### src/rtl/wdog_pkg.sv
package wdog_pkg;

    localparam int REG_W         = 8;
    localparam int SEL_W         = 3;
    localparam int UNLOCK_CYCLES = 4;
    localparam int FLAG_BIT      = 3;

    // Control fields; packed order places unlock at bit 4, run at 3, select at 2:0
    typedef struct packed {
        logic             unlock;
        logic             run;
        logic [SEL_W-1:0] sel;
    } wd_ctl_t;

    function automatic wd_ctl_t ctl_decode(input logic [REG_W-1:0] b);
        wd_ctl_t c;
        c.unlock = b[4];
        c.run    = b[3];
        c.sel    = b[SEL_W-1:0];
        return c;
    endfunction

    function automatic logic [REG_W-1:0] ctl_encode(input wd_ctl_t c);
        return {3'b000, c.unlock, c.run, c.sel};
    endfunction

endpackage

### src/rtl/wdog_ctl.sv
module wdog_ctl
    import wdog_pkg::*;
#(
    parameter int WINDOW = UNLOCK_CYCLES
) (
    input  logic    clk,
    input  logic    rst,
    input  logic    wr,
    input  wd_ctl_t wdata,
    output wd_ctl_t state
);
    localparam int WIN_W = $clog2(WINDOW + 1);

    logic             run_q, run_d;
    logic [SEL_W-1:0] sel_q, sel_d;
    logic [WIN_W-1:0] win_q, win_d;
    logic             win_open;

    assign win_open = (win_q != '0);

    always_comb begin
        run_d = run_q;
        sel_d = sel_q;
        win_d = win_open ? win_q - WIN_W'(1) : win_q;
        if (wr) begin
            sel_d = wdata.sel;
            if (wdata.unlock && wdata.run) begin
                run_d = 1'b1;
                win_d = WIN_W'(WINDOW);
            end else if (wdata.run) begin
                run_d = 1'b1;
            end else if (win_open) begin
                run_d = 1'b0;
                win_d = '0;
            end
        end
    end

    always_ff @(posedge clk) begin
        if (rst) begin
            run_q <= 1'b0;
            sel_q <= '0;
            win_q <= '0;
        end else begin
            run_q <= run_d;
            sel_q <= sel_d;
            win_q <= win_d;
        end
    end

    assign state.unlock = win_open;
    assign state.run    = run_q;
    assign state.sel    = sel_q;

    // the window closes by itself after its last open cycle
    assert_window_expires_R6: assert property (@(posedge clk) disable iff (rst)
        (win_q == WIN_W'(1) && !(wr && wdata.unlock && wdata.run)) |=> !win_open);

    // a clearing write with the window shut keeps the timer running
    assert_locked_run_R8: assert property (@(posedge clk) disable iff (rst)
        (wr && !wdata.run && run_q && !win_open) |=> run_q);

    // a clearing write inside the window stops the timer
    assert_unlocked_stop_R7: assert property (@(posedge clk) disable iff (rst)
        (wr && !wdata.run && win_open) |=> (!run_q && !win_open));

endmodule

### src/rtl/wdog_counter.sv
module wdog_counter
    import wdog_pkg::*;
#(
    parameter int BASE_SHIFT = 4
) (
    input  logic             clk,
    input  logic             rst,
    input  logic             run,
    input  logic [SEL_W-1:0] sel,
    input  logic             kick,
    output logic             fire,
    output logic             req
);
    localparam int CNT_W = BASE_SHIFT + (1 << SEL_W);

    logic [CNT_W-1:0] cnt_q;
    logic [CNT_W-1:0] last_q;

    assign last_q = (CNT_W'(1) << (BASE_SHIFT + int'(sel))) - CNT_W'(1);
    assign fire   = run && !kick && (cnt_q >= last_q);

    always_ff @(posedge clk) begin
        if (rst) begin
            cnt_q <= '0;
            req   <= 1'b0;
        end else begin
            req <= fire;
            if (!run || kick || fire) begin
                cnt_q <= '0;
            end else begin
                cnt_q <= cnt_q + CNT_W'(1);
            end
        end
    end

    // a request never lasts two cycles
    assert_single_pulse_R4: assert property (@(posedge clk) disable iff (rst)
        req |=> !req);

    // a restart strobe empties the count and blocks the request
    assert_kick_clears_R5: assert property (@(posedge clk) disable iff (rst)
        kick |=> (cnt_q == '0 && !req));

    // nothing fires while stopped
    assert_quiet_stopped_R9: assert property (@(posedge clk) disable iff (rst)
        !run |=> (!req && cnt_q == '0));

endmodule

### src/rtl/wdog_status.sv
module wdog_status
    import wdog_pkg::*;
(
    input  logic clk,
    input  logic rst,
    input  logic fire,
    input  logic wr,
    input  logic wbit,
    output logic flag
);
    always_ff @(posedge clk) begin
        if (rst) begin
            flag <= 1'b0;
        end else if (fire) begin
            flag <= 1'b1;
        end else if (wr && !wbit) begin
            flag <= 1'b0;
        end
    end

    // a timeout always leaves the flag set
    assert_flag_on_fire_R10: assert property (@(posedge clk) disable iff (rst)
        fire |=> flag);

    // writing one to the flag position does not change it
    assert_write_one_keeps_R11: assert property (@(posedge clk) disable iff (rst)
        (wr && wbit && !fire) |=> $stable(flag));

endmodule

### src/rtl/wdog_guard.sv
module wdog_guard
    import wdog_pkg::*;
#(
    parameter int BASE_SHIFT = 4
) (
    input  logic             clk,
    input  logic             rst,
    input  logic             ctl_wr,
    input  logic [REG_W-1:0] ctl_wdata,
    output logic [REG_W-1:0] ctl_rdata,
    input  logic             stat_wr,
    input  logic [REG_W-1:0] stat_wdata,
    output logic [REG_W-1:0] stat_rdata,
    input  logic             kick,
    output logic             wd_req
);
    wd_ctl_t ctl_state;
    logic    fire;
    logic    flag;
    logic    unused_wbits;

    assign unused_wbits = ^{ctl_wdata[7:5], stat_wdata[7:4], stat_wdata[2:0]};

    wdog_ctl #(
        .WINDOW(UNLOCK_CYCLES)
    ) u_ctl (
        .clk  (clk),
        .rst  (rst),
        .wr   (ctl_wr),
        .wdata(ctl_decode(ctl_wdata)),
        .state(ctl_state)
    );

    wdog_counter #(
        .BASE_SHIFT(BASE_SHIFT)
    ) u_cnt (
        .clk (clk),
        .rst (rst),
        .run (ctl_state.run),
        .sel (ctl_state.sel),
        .kick(kick),
        .fire(fire),
        .req (wd_req)
    );

    wdog_status u_stat (
        .clk (clk),
        .rst (rst),
        .fire(fire),
        .wr  (stat_wr),
        .wbit(stat_wdata[FLAG_BIT]),
        .flag(flag)
    );

    assign ctl_rdata  = ctl_encode(ctl_state);
    assign stat_rdata = REG_W'(flag) << FLAG_BIT;

    // the unlock bit can only read one while the timer runs
    assert_unlock_implies_run_R2: assert property (@(posedge clk) disable iff (rst)
        ctl_rdata[4] |-> ctl_rdata[3]);

endmodule

### config.mk
export PLATFORM = sky130hd
export DESIGN_NAME = wdog_guard
export DESIGN_NICKNAME = d
export VERILOG_FILES = /design/src/rtl/wdog_pkg.sv /design/src/rtl/wdog_ctl.sv /design/src/rtl/wdog_counter.sv /design/src/rtl/wdog_status.sv /design/src/rtl/wdog_guard.sv
export SDC_FILE = /design/constraint.sdc
export NUM_CORES = 1
export LEC_CHECK = 0
export BUFFER_PORTS_ARGS = -buffer_cell sky130_fd_sc_hd__clkbuf_2
export CAP_MARGIN = 0
export CORE_MARGIN = 2
export CORE_UTILIZATION = 51
export DETAILED_ROUTE_END_ITERATION = 6
export PLACE_DENSITY = 0.86
export SETUP_SLACK_MARGIN = 0.4
export SKIP_LAST_GASP = 1
export SLEW_MARGIN = 20
export SYNTH_ARGS = -nofsm -noshare
export SYNTH_HDL_FRONTEND = slang
export SYNTH_HIERARCHICAL = 1
export SYNTH_SLANG_ARGS = --single-unit
### constraint.sdc
create_clock -name clk -period 2.7 [get_ports clk]
set_input_delay 0.135 -clock clk [delete_from_list [all_inputs] [get_ports clk]]
set_output_delay 0.135 -clock clk [all_outputs]
set_load 0.005 [all_outputs]
Word-level counts from Yosys, hierarchy flattened
Index checks and enable logic that the tools add are counted. Widths: inputs -> output; s select.

Logic and storage cells: 36. Register bits after elaboration: 21.

Reductions and logical operators: 14. Mux-type cells: 10. $lt $le $gt $ge: 1. Shifts and indexed selects: 1. Add/subtract/negate cells: 4.

Operator list (count): $shl 1x32->12 const A (1); $mux 3 (5); $add 12x1->12 const B (1); $ge 12x12->1 (1); $sub 12x2->12 const B (1); $reduce_bool 3->1 (2); $mux 1 (5); $add 3x3->4 const A (1); $logic_and 1x1->1 (4); $logic_not 1->1 (3); $sub 3x1->3 const B (1); $logic_or 1x1->1 (2); $reduce_and 2->1 (1); $reduce_bool 2->1 (1); $reduce_or 2->1 (1).

Longest topological paths before layout
Gate-level depths: netlist (run 1).

Depth after elaboration: 7. Gate-level depth with buffers: 8. Depth with buffers taken out: 8.

By module
Netlist (run 1), hierarchy kept.

By module, submodules not included: wdog_counter (sequential area each 260.2 sq um, area an instance 788.3 sq um, cells each 90, times used 1); wdog_ctl (sequential area each 140.1 sq um, area an instance 361.6 sq um, cells each 39, times used 1); wdog_guard (sequential area each 0.0 sq um, area an instance 86.3 sq um, cells each 12, times used 1); wdog_status (sequential area each 20.0 sq um, area an instance 46.3 sq um, cells each 4, times used 1).

Least setup slack after synthesis (run 1)
OpenSTA, ideal clock, no wires.

Kind: flip-flop to flip-flop. Start: reg u_ctl.sel_q[2]. End: reg u_stat.flag. Setup time: 0.117 ns. Clock period less this slack: 2.106 ns. Data arrival time: 1.989 ns. Path slack: 0.594 ns. Cell stages (with the launch flop): 9. Buffers on the path: 0. Path through: dfxtp_1 nand3_1 ha_1 and4_1 o211a_1 a2111o_1 and3b_1 nor3b_2 nor3_2.

Cells in the longest elaborated chain, start to end: 6.

RTL lines: start: declaration (RTL line wdog_ctl.sv:15) `logic [SEL_W-1:0] sel_q, sel_d;`; start signal: assignment (RTL line wdog_ctl.sv:46) `sel_q <= sel_d;`; $add 3x3->4 (*) (RTL line wdog_counter.sv:19) `assign last_q = (CNT_W'(1) << (BASE_SHIFT + int'(sel))) - CNT_W'(1);`; $shl 1x32->12 (*) (RTL line wdog_counter.sv:19); $sub 12x2->12 (*) (RTL line wdog_counter.sv:19); $ge 12x12->1 (*) (RTL line wdog_counter.sv:20) `assign fire = run && !kick && (cnt_q >= last_q);`; $logic_and 1x1->1 (*) (RTL line wdog_counter.sv:20); net fire (RTL line wdog_guard.sv:18) `logic fire;`; $mux 1 or $reduce_bool 2->1 (tied branches); end signal: assignment (RTL line wdog_status.sv:13) `flag <= 1'b0;`; end signal: assignment (RTL line wdog_status.sv:15) `flag <= 1'b1;`; end signal: assignment (RTL line wdog_status.sv:17) `flag <= 1'b0;`; end: declaration (RTL line wdog_status.sv:9) `output logic flag`.

The timed path passes the listed nets; every way through them passes the cells marked *. A chain may end at the register's enable or synchronous reset.

Worst setup path after layout (run 1)
Start: reg u_ctl.sel_q[0]. End: reg u_stat.flag.

Same word-level chain as after synthesis.

==> reports/qor.yml, run 1 <==
cells_and_area:
  nets: 196
  syn2layout_area_growth_pct: 5.366
  antenna_cells: 0
  layout.cells.non_filler: 190
  drive_gt1_share_pct: 17.50
floorplanning:
  rows: 18
  io-pin-count: 38
  die_area_mm2: 0.002932
  dieHeight_um: 54.15
  initial_core_util_pct: 52.73
  fp.coreArea_mm2: 0.002432
  die_x_um: 54.15
routing:
  drt_iter0_drc: 11
  wire_per_inst_um: 12.04
  drc: 0
  drt_first_pass_iters: 5
  wl_mm: 2.288
  drtAntennaViolNets: 0
  routed-via-count: 987
  drt-vias-per-instance: 5.195
setup_path:
  end_kind: "flop"
  reg2reg_slack_ns: 0.54
  worstPathRequired_ns: 2.90
  cp_max_fo: 6
  crit_type: "reg -> reg"
  arrival_ns: 2.36
  crit_path_start_kind: "flop"
pwr:
  max-vdd-ir-drop_mv: 0.5205
  power_leakage_nw: 0.6010
  powerDensity_mw_per_mm2: 518.1
clocking:
  htreeDepth: 1
  cts_buffer_depth: 2
  cts_tree: "built"
  cts_num_sinks: 21
  clk_latency_ns: 0.30
  cts_buffers: 3
  path_clk_slew_ns: 0.12
  hold_buffers: 0
  ctsRootBufferMaster: "clkbuf_4"
sta:
  rsz0062_at_grt: "false"
  worst_slack_ns: 0.5369
  period_needed_ns: 2.163
  fin_skew_ns: 0.006892
  fmax_ghz: 0.4623
  fin_tns_setup_ns: 0
  report.final.slew_viol_count: 0
  hold_viol: 0
  setup-violations-final: 0
  timing.final.crit_share_pct: 80.11
yosys:
  seq_area_frac_synth_pct: 32.78
  syn_avg_cell_area_um2: 8.845
  ys_types: 37
  ys_ff_latch: 21
  synthCells: 145
  syn-cell-area_mm2: 0.001282
  yosys_warnings: 6
grt:
  grtUsageMet1_pct: 20.17
  grt_max_degree: 14
  antenna_found_initial: 0
  grt_pass1_wl_mm: 3.705
  track_usage_pct: 17.63
  first_global_vias: 901
  grt-ovfl-total: 0
  grtUsageMet3_pct: 5.000
  grt_util_met2_pct: 29.52
  gr-max-usage-layer: "met2"
place:
  dp.final_hpwl_mm: 1.774
  dpl.cell_count: 186
  portBuffers: 17
  dpl_worst_slack_ns: 0.4919
  place_congestion: 0.8637
min_path:
  hold_path.class: "in -> reg"
job:
  cap_viol_max_count: 0
outcome:
  status: "finished clean"
-- cell type report --
class | instances | area (um2)
clock buffer | 4 | 26.28
fill | 223 | 1081
inverter | 10 | 37.54
multi-input combinational | 107 | 734.5
sequential | 21 | 422.9
tap | 30 | 37.54
timing repair buffer | 18 | 92.59
-- per-stage QoR --
stage / hold slack [ns] / total power, W / utilization [%] / area [um2]
2_1_floorplan: 0.2041 / 0.0005235 / - / 1316
3_3_place_gp: 0.3691 / 0.0005349 / 54.37 / 1323
3_5_place_dp: 0.3851 / 0.0005511 / 54.37 / 1323
4_1_cts: 0.05461 / 0.0007038 / 55.45 / 1349
5_1_grt: 0.08154 / 0.0007598 / 55.56 / 1351
6_report: 0.05808 / 0.0007001 / 55.56 / 1351
-- per-layer routing --
metal	vias to the layer above	part of all wire (%)
met3	2	3.4
met5	-	0
met2	28	53
li1	502	-
met4	0	0.61
met1	455	43
-- logic make-up (layout without fill, tap and decap cells) --
family,count (synthesis),count (layout),synth area share (%)
XOR/XNOR,10,10,6.830
AND/OR/NAND/NOR,52,52,22.64
multiplexers,3,3,2.342
buffers and inverters,26,32,12.58
other,3,12,0.8780
adder cells (fa/ha/maj),14,14,13.66
AO/OA/AOI/OAI,16,16,8.293
flip-flops,21,21,32.78
-- synthesized netlist by cell type, drive strengths merged --
cell type	number	area (um2)
a2111o	1	11.26
a211oi	1	7.510
a21boi	1	7.510
a21oi	4	20.02
a221oi	1	8.760
a31oi	1	6.260
and2	1	6.260
and3b	1	8.760
and4	2	17.52
buf	15	120.1
clkbuf	1	3.750
conb	3	11.26
dfxtp	21	420.4
ha	14	175.2
inv	10	37.53
mux2i	3	30.03
nand2	6	22.52
nand3	5	25.02
nand3b	1	7.510
nand4	1	6.260
nor2	9	33.78
nor2b	3	26.27
nor3	18	95.09
nor3b	2	20.02
nor4	1	6.260
o211a	2	20.02
o21ai	5	25.02
or3	1	6.260
or3b	1	8.760
xnor2	9	78.83
xor2	1	8.760
-- report_power, final --
part | total (W) | switching, W | internal, W
clock | 0.000152 | 0.0000944 | 0.0000576
sequential | 0.000352 | 0.0000182 | 0.000333
combinational | 0.000197 | 0.000104 | 0.0000921
-- state kept, by name (all words and copies together) (netlist names) --
register	cells
u_cnt/cnt_q	12
u_cnt/req	1
u_ctl/run_q	1
u_ctl/sel_q	3
u_ctl/win_q	3
u_stat/flag	1
-- critical path: stages, from the launching register on --
cell      delay [ns]
dfxtp_1         0.44
nand3_1         0.11
ha_1            0.30
and4_1          0.22
o211a_1         0.11
a2111o_1        0.41
and3b_1         0.20
nor3b_2         0.20
nor3_2          0.06
-- placed cells by master, fill, tap and decap left out, types with 3 or more instances in the layout --
master | synthesis | routed
dfxtp_1 | 21 | 19
clkbuf_2 | 0 | 17
nor3_1 | 17 | 17
ha_1 | 14 | 14
conb_1 | 3 | 12
inv_1 | 9 | 9
nor2_1 | 9 | 9
xnor2_1 | 9 | 9
nand2_1 | 6 | 6
nand3_1 | 5 | 5
a21oi_1 | 4 | 4
clkbuf_4 | 0 | 3
o21ai_0 | 3 | 3
mux2i_1 | 3 | 3
-- final timing paths --
path / startpoint / endpoint / depth (start not counted)
setup / recovery: u_ctl/sel_q[0]$_SDFFE_PP0P_ / u_stat/flag$_SDFFE_PP0P_ / 8
hold / removal: ctl_wdata[0] / u_ctl/sel_q[0]$_SDFFE_PP0P_ / 3
setup reg to reg: u_ctl/sel_q[0]$_SDFFE_PP0P_ / u_stat/flag$_SDFFE_PP0P_ / 8
hold reg to reg: u_ctl/win_q[1]$_SDFF_PP0_ / u_ctl/win_q[1]$_SDFF_PP0_ / 2
-- repair_timing --
item | in CTS | in global routing
resized for setup | 0 | 2
setup buffers | 0 | 0
setup endpoints to repair | 0 | 1
Power figures use the tool's default switching activity.
==> run 2, diff against run 1 <==
- clock period: 2.7 -> 2.3 ns (I/O delays scaled with it)
==> run 2 against run 1 <==
Compared with the run above: first-iteration DRC count is 18% higher; critical path depth up 1; final cell count increased by 1.6%; largest power group unchanged.
==> reports/qor.yml, run 2 (same netlist as run 1, synthesis figures left out) <==
setup_path:
  ff2ff_path_depth: 9  # +1
  slowest_stage: "dfxtp_4"
  cp_max_fo: 6  # unchanged
  crit_path_start_kind: "flop"
  worstPathRequired_ns: 2.50  # -0.40 ns
  crit_family: "simple AND/OR/NAND/NOR gates"
  path_cells: "buf_6 > nor3_2 > ha_1 > and4_1 > o211a_1 > a2111o_1 > and3b_1 > nor3b_2 > nor3_2"
  cpMostUsedCell: "nor3_2"
  cp_slowest_stage_delay_ns: 0.38  # -0.06 ns
  arrival_ns: 2.25  # -0.11 ns
  critical_path_buf_inv_count: 1  # +1
  end_kind: "flop"
  crit_type: "reg -> reg"
  worst-path-stages: 9  # +1
sta:
  worst_slack_ns: 0.2438  # -0.2932 ns
  holdWs_ns: 0.05020  # -0.007878 ns
  rsz0062_at_grt: "true"
  fin_tns_setup_ns: 0  # unchanged
  setup-violations-final: 0  # unchanged
  worstMarginPinSlew_ns: 0.5566
  report.final.slew_viol_count: 0  # unchanged
  fin_skew_ns: 0.007331  # +0.0004391 ns
  timing.final.crit_share_pct: 89.40  # +9.3 points
  period_needed_ns: 2.056  # -0.1068 ns
  hold_viol: 0  # unchanged
  fmax_ghz: 0.4863  # +5.2%
  slew_headroom_pct: 62.89
clocking:
  htreeDepth: 1  # unchanged
  path_clk_slew_ns: 0.11  # about the same
  cts_buffers: 3  # unchanged
  ctsRootBufferMaster: "clkbuf_4"
  cts_tree: "built"
  clk_latency_ns: 0.30  # about the same
  hold_buffers: 0  # unchanged
  cts_buffer_depth: 2  # unchanged
  cts_num_sinks: 21  # unchanged
place:
  portBuffers: 17  # unchanged
  dp.final_hpwl_mm: 1.868  # +5.3%
  place_congestion: 0.7657  # -11%
  dpl_worst_slack_ns: 0.2617  # -0.2302 ns
pwr:
  max-vdd-ir-drop_mv: 0.4767  # -8.4%
  power_leakage_nw: 0.6407  # +6.6%
  total_power_w: 0.0008367  # +20%
  powerDensity_mw_per_mm2: 554.9  # +7.1%
grt:
  grt_max_degree: 14  # unchanged
  track_usage_pct: 20.33  # +2.7 points
  grt-ovfl-total: 0  # unchanged
  first_global_vias: 993  # +10%
  antenna_found_initial: 0  # unchanged
  grt_pass1_wl_mm: 4.319  # +17%
routing:
  drc: 0  # unchanged
  drt_iter0_drc: 13  # +2
  drt_first_pass_iters: 5  # unchanged
  drt-vias-per-instance: 5.446  # +4.8%
  routed-via-count: 1051  # +6.5%
  wire_per_inst_um: 13.99  # +16%
  drtAntennaViolNets: 0  # unchanged
  wl_mm: 2.701  # +18%
cells_and_area:
  fill_cells: 207  # -7.2%
  syn2layout_area_growth_pct: 17.56
  final_cell_mix: "clkbuf_2 (17), dfxtp_1 (17), ha_1 (14)"
  drive_gt1_share_pct: 30.67  # +13 points
  largest_register: "u_cnt/cnt_q"
  largestRegisters: "u_cnt/cnt_q x12, u_ctl/sel_q x3, u_ctl/win_q x3"
  nets: 199  # +1.5%
  antenna_cells: 0  # unchanged
  largest_reg_flops: 12  # unchanged
  regArea_um2: 432.9  # +2.4%
  multi_input_area_um2: 842.1  # +15%
job:
  cap_viol_max_count: 0  # unchanged
floorplanning:
  dieHeight_um: 54.15  # unchanged
  die_x_um: 54.15  # unchanged
  rows: 18  # unchanged
  initial_core_util_pct: 52.73  # unchanged
  io-pin-count: 38  # unchanged
  fp.coreArea_mm2: 0.002432  # unchanged
  die_area_mm2: 0.002932  # unchanged
min_path:
  hold_depth: 3  # unchanged
  hold_path.class: "in -> reg"
outcome:
  status: "finished clean"
[run 2: path summary, 6_finish.rpt]
path / start / endpoint / slack [ns]
setup / recovery: u_ctl/sel_q[2]$_SDFFE_PP0P_ / u_stat/flag$_SDFFE_PP0P_ / 0.24
hold / removal: ctl_wdata[0] / u_ctl/sel_q[0]$_SDFFE_PP0P_ / 0.05
setup reg to reg: u_ctl/sel_q[2]$_SDFFE_PP0P_ / u_stat/flag$_SDFFE_PP0P_ / 0.24
hold reg to reg: u_ctl/run_q$_SDFFE_PP0P_ / u_ctl/run_q$_SDFFE_PP0P_ / 0.52
[run 2: tightest hold or removal path: stages]
cell and delay [ns]:
clkbuf_2 0.08, mux2i_1 0.05, nor2_1 0.07
[run 2: cell type report]
type / count / share of cell area (%)
multi-input cells: 107 / 55.85
clock inverters: 1 / 0.3319
repair buffers: 21 / 8.631
clock buffers: 3 / 1.494
well taps: 30 / 2.490
inverters: 10 / 2.490
flip-flops and latches: 21 / 28.71
[run 2: metal layers]
metal,track usage [%],vias to the layer above,part of all wire [%]
met3,2.778,8,4.7
li1,-,513,-
met2,36.75,36,52
met1,24.58,494,42
met4,6.250,0,2.0
met5,0,-,0
[run 2: power by group]
part           internal (W)  total [W]  leakage (nW)  switching [W]
clock network     0.0000647   0.000176        0.0177       0.000112
registers          0.000390   0.000414         0.173      0.0000242
logic              0.000110   0.000246         0.450       0.000136
total              0.000565   0.000837         0.641       0.000272
[run 2: per-stage QoR]
stage,cells,cell area [um2],util (%)
floorplan,154,1336,-
global placement,186,1343,55.20
detailed placement,186,1343,55.20
CTS,193,1465,60.24
global route,193,1508,61.99
finish,193,1508,61.99
[run 2: timing repair]
| item | CTS | global route |
|---|---|---|
| setup endpoints to repair | 13 | 14 |
| resized for setup | 20 | 8 |
| cloned | 1 | 0 |
| setup buffers | 2 | 0 |
| pin swaps | 5 | 2 |
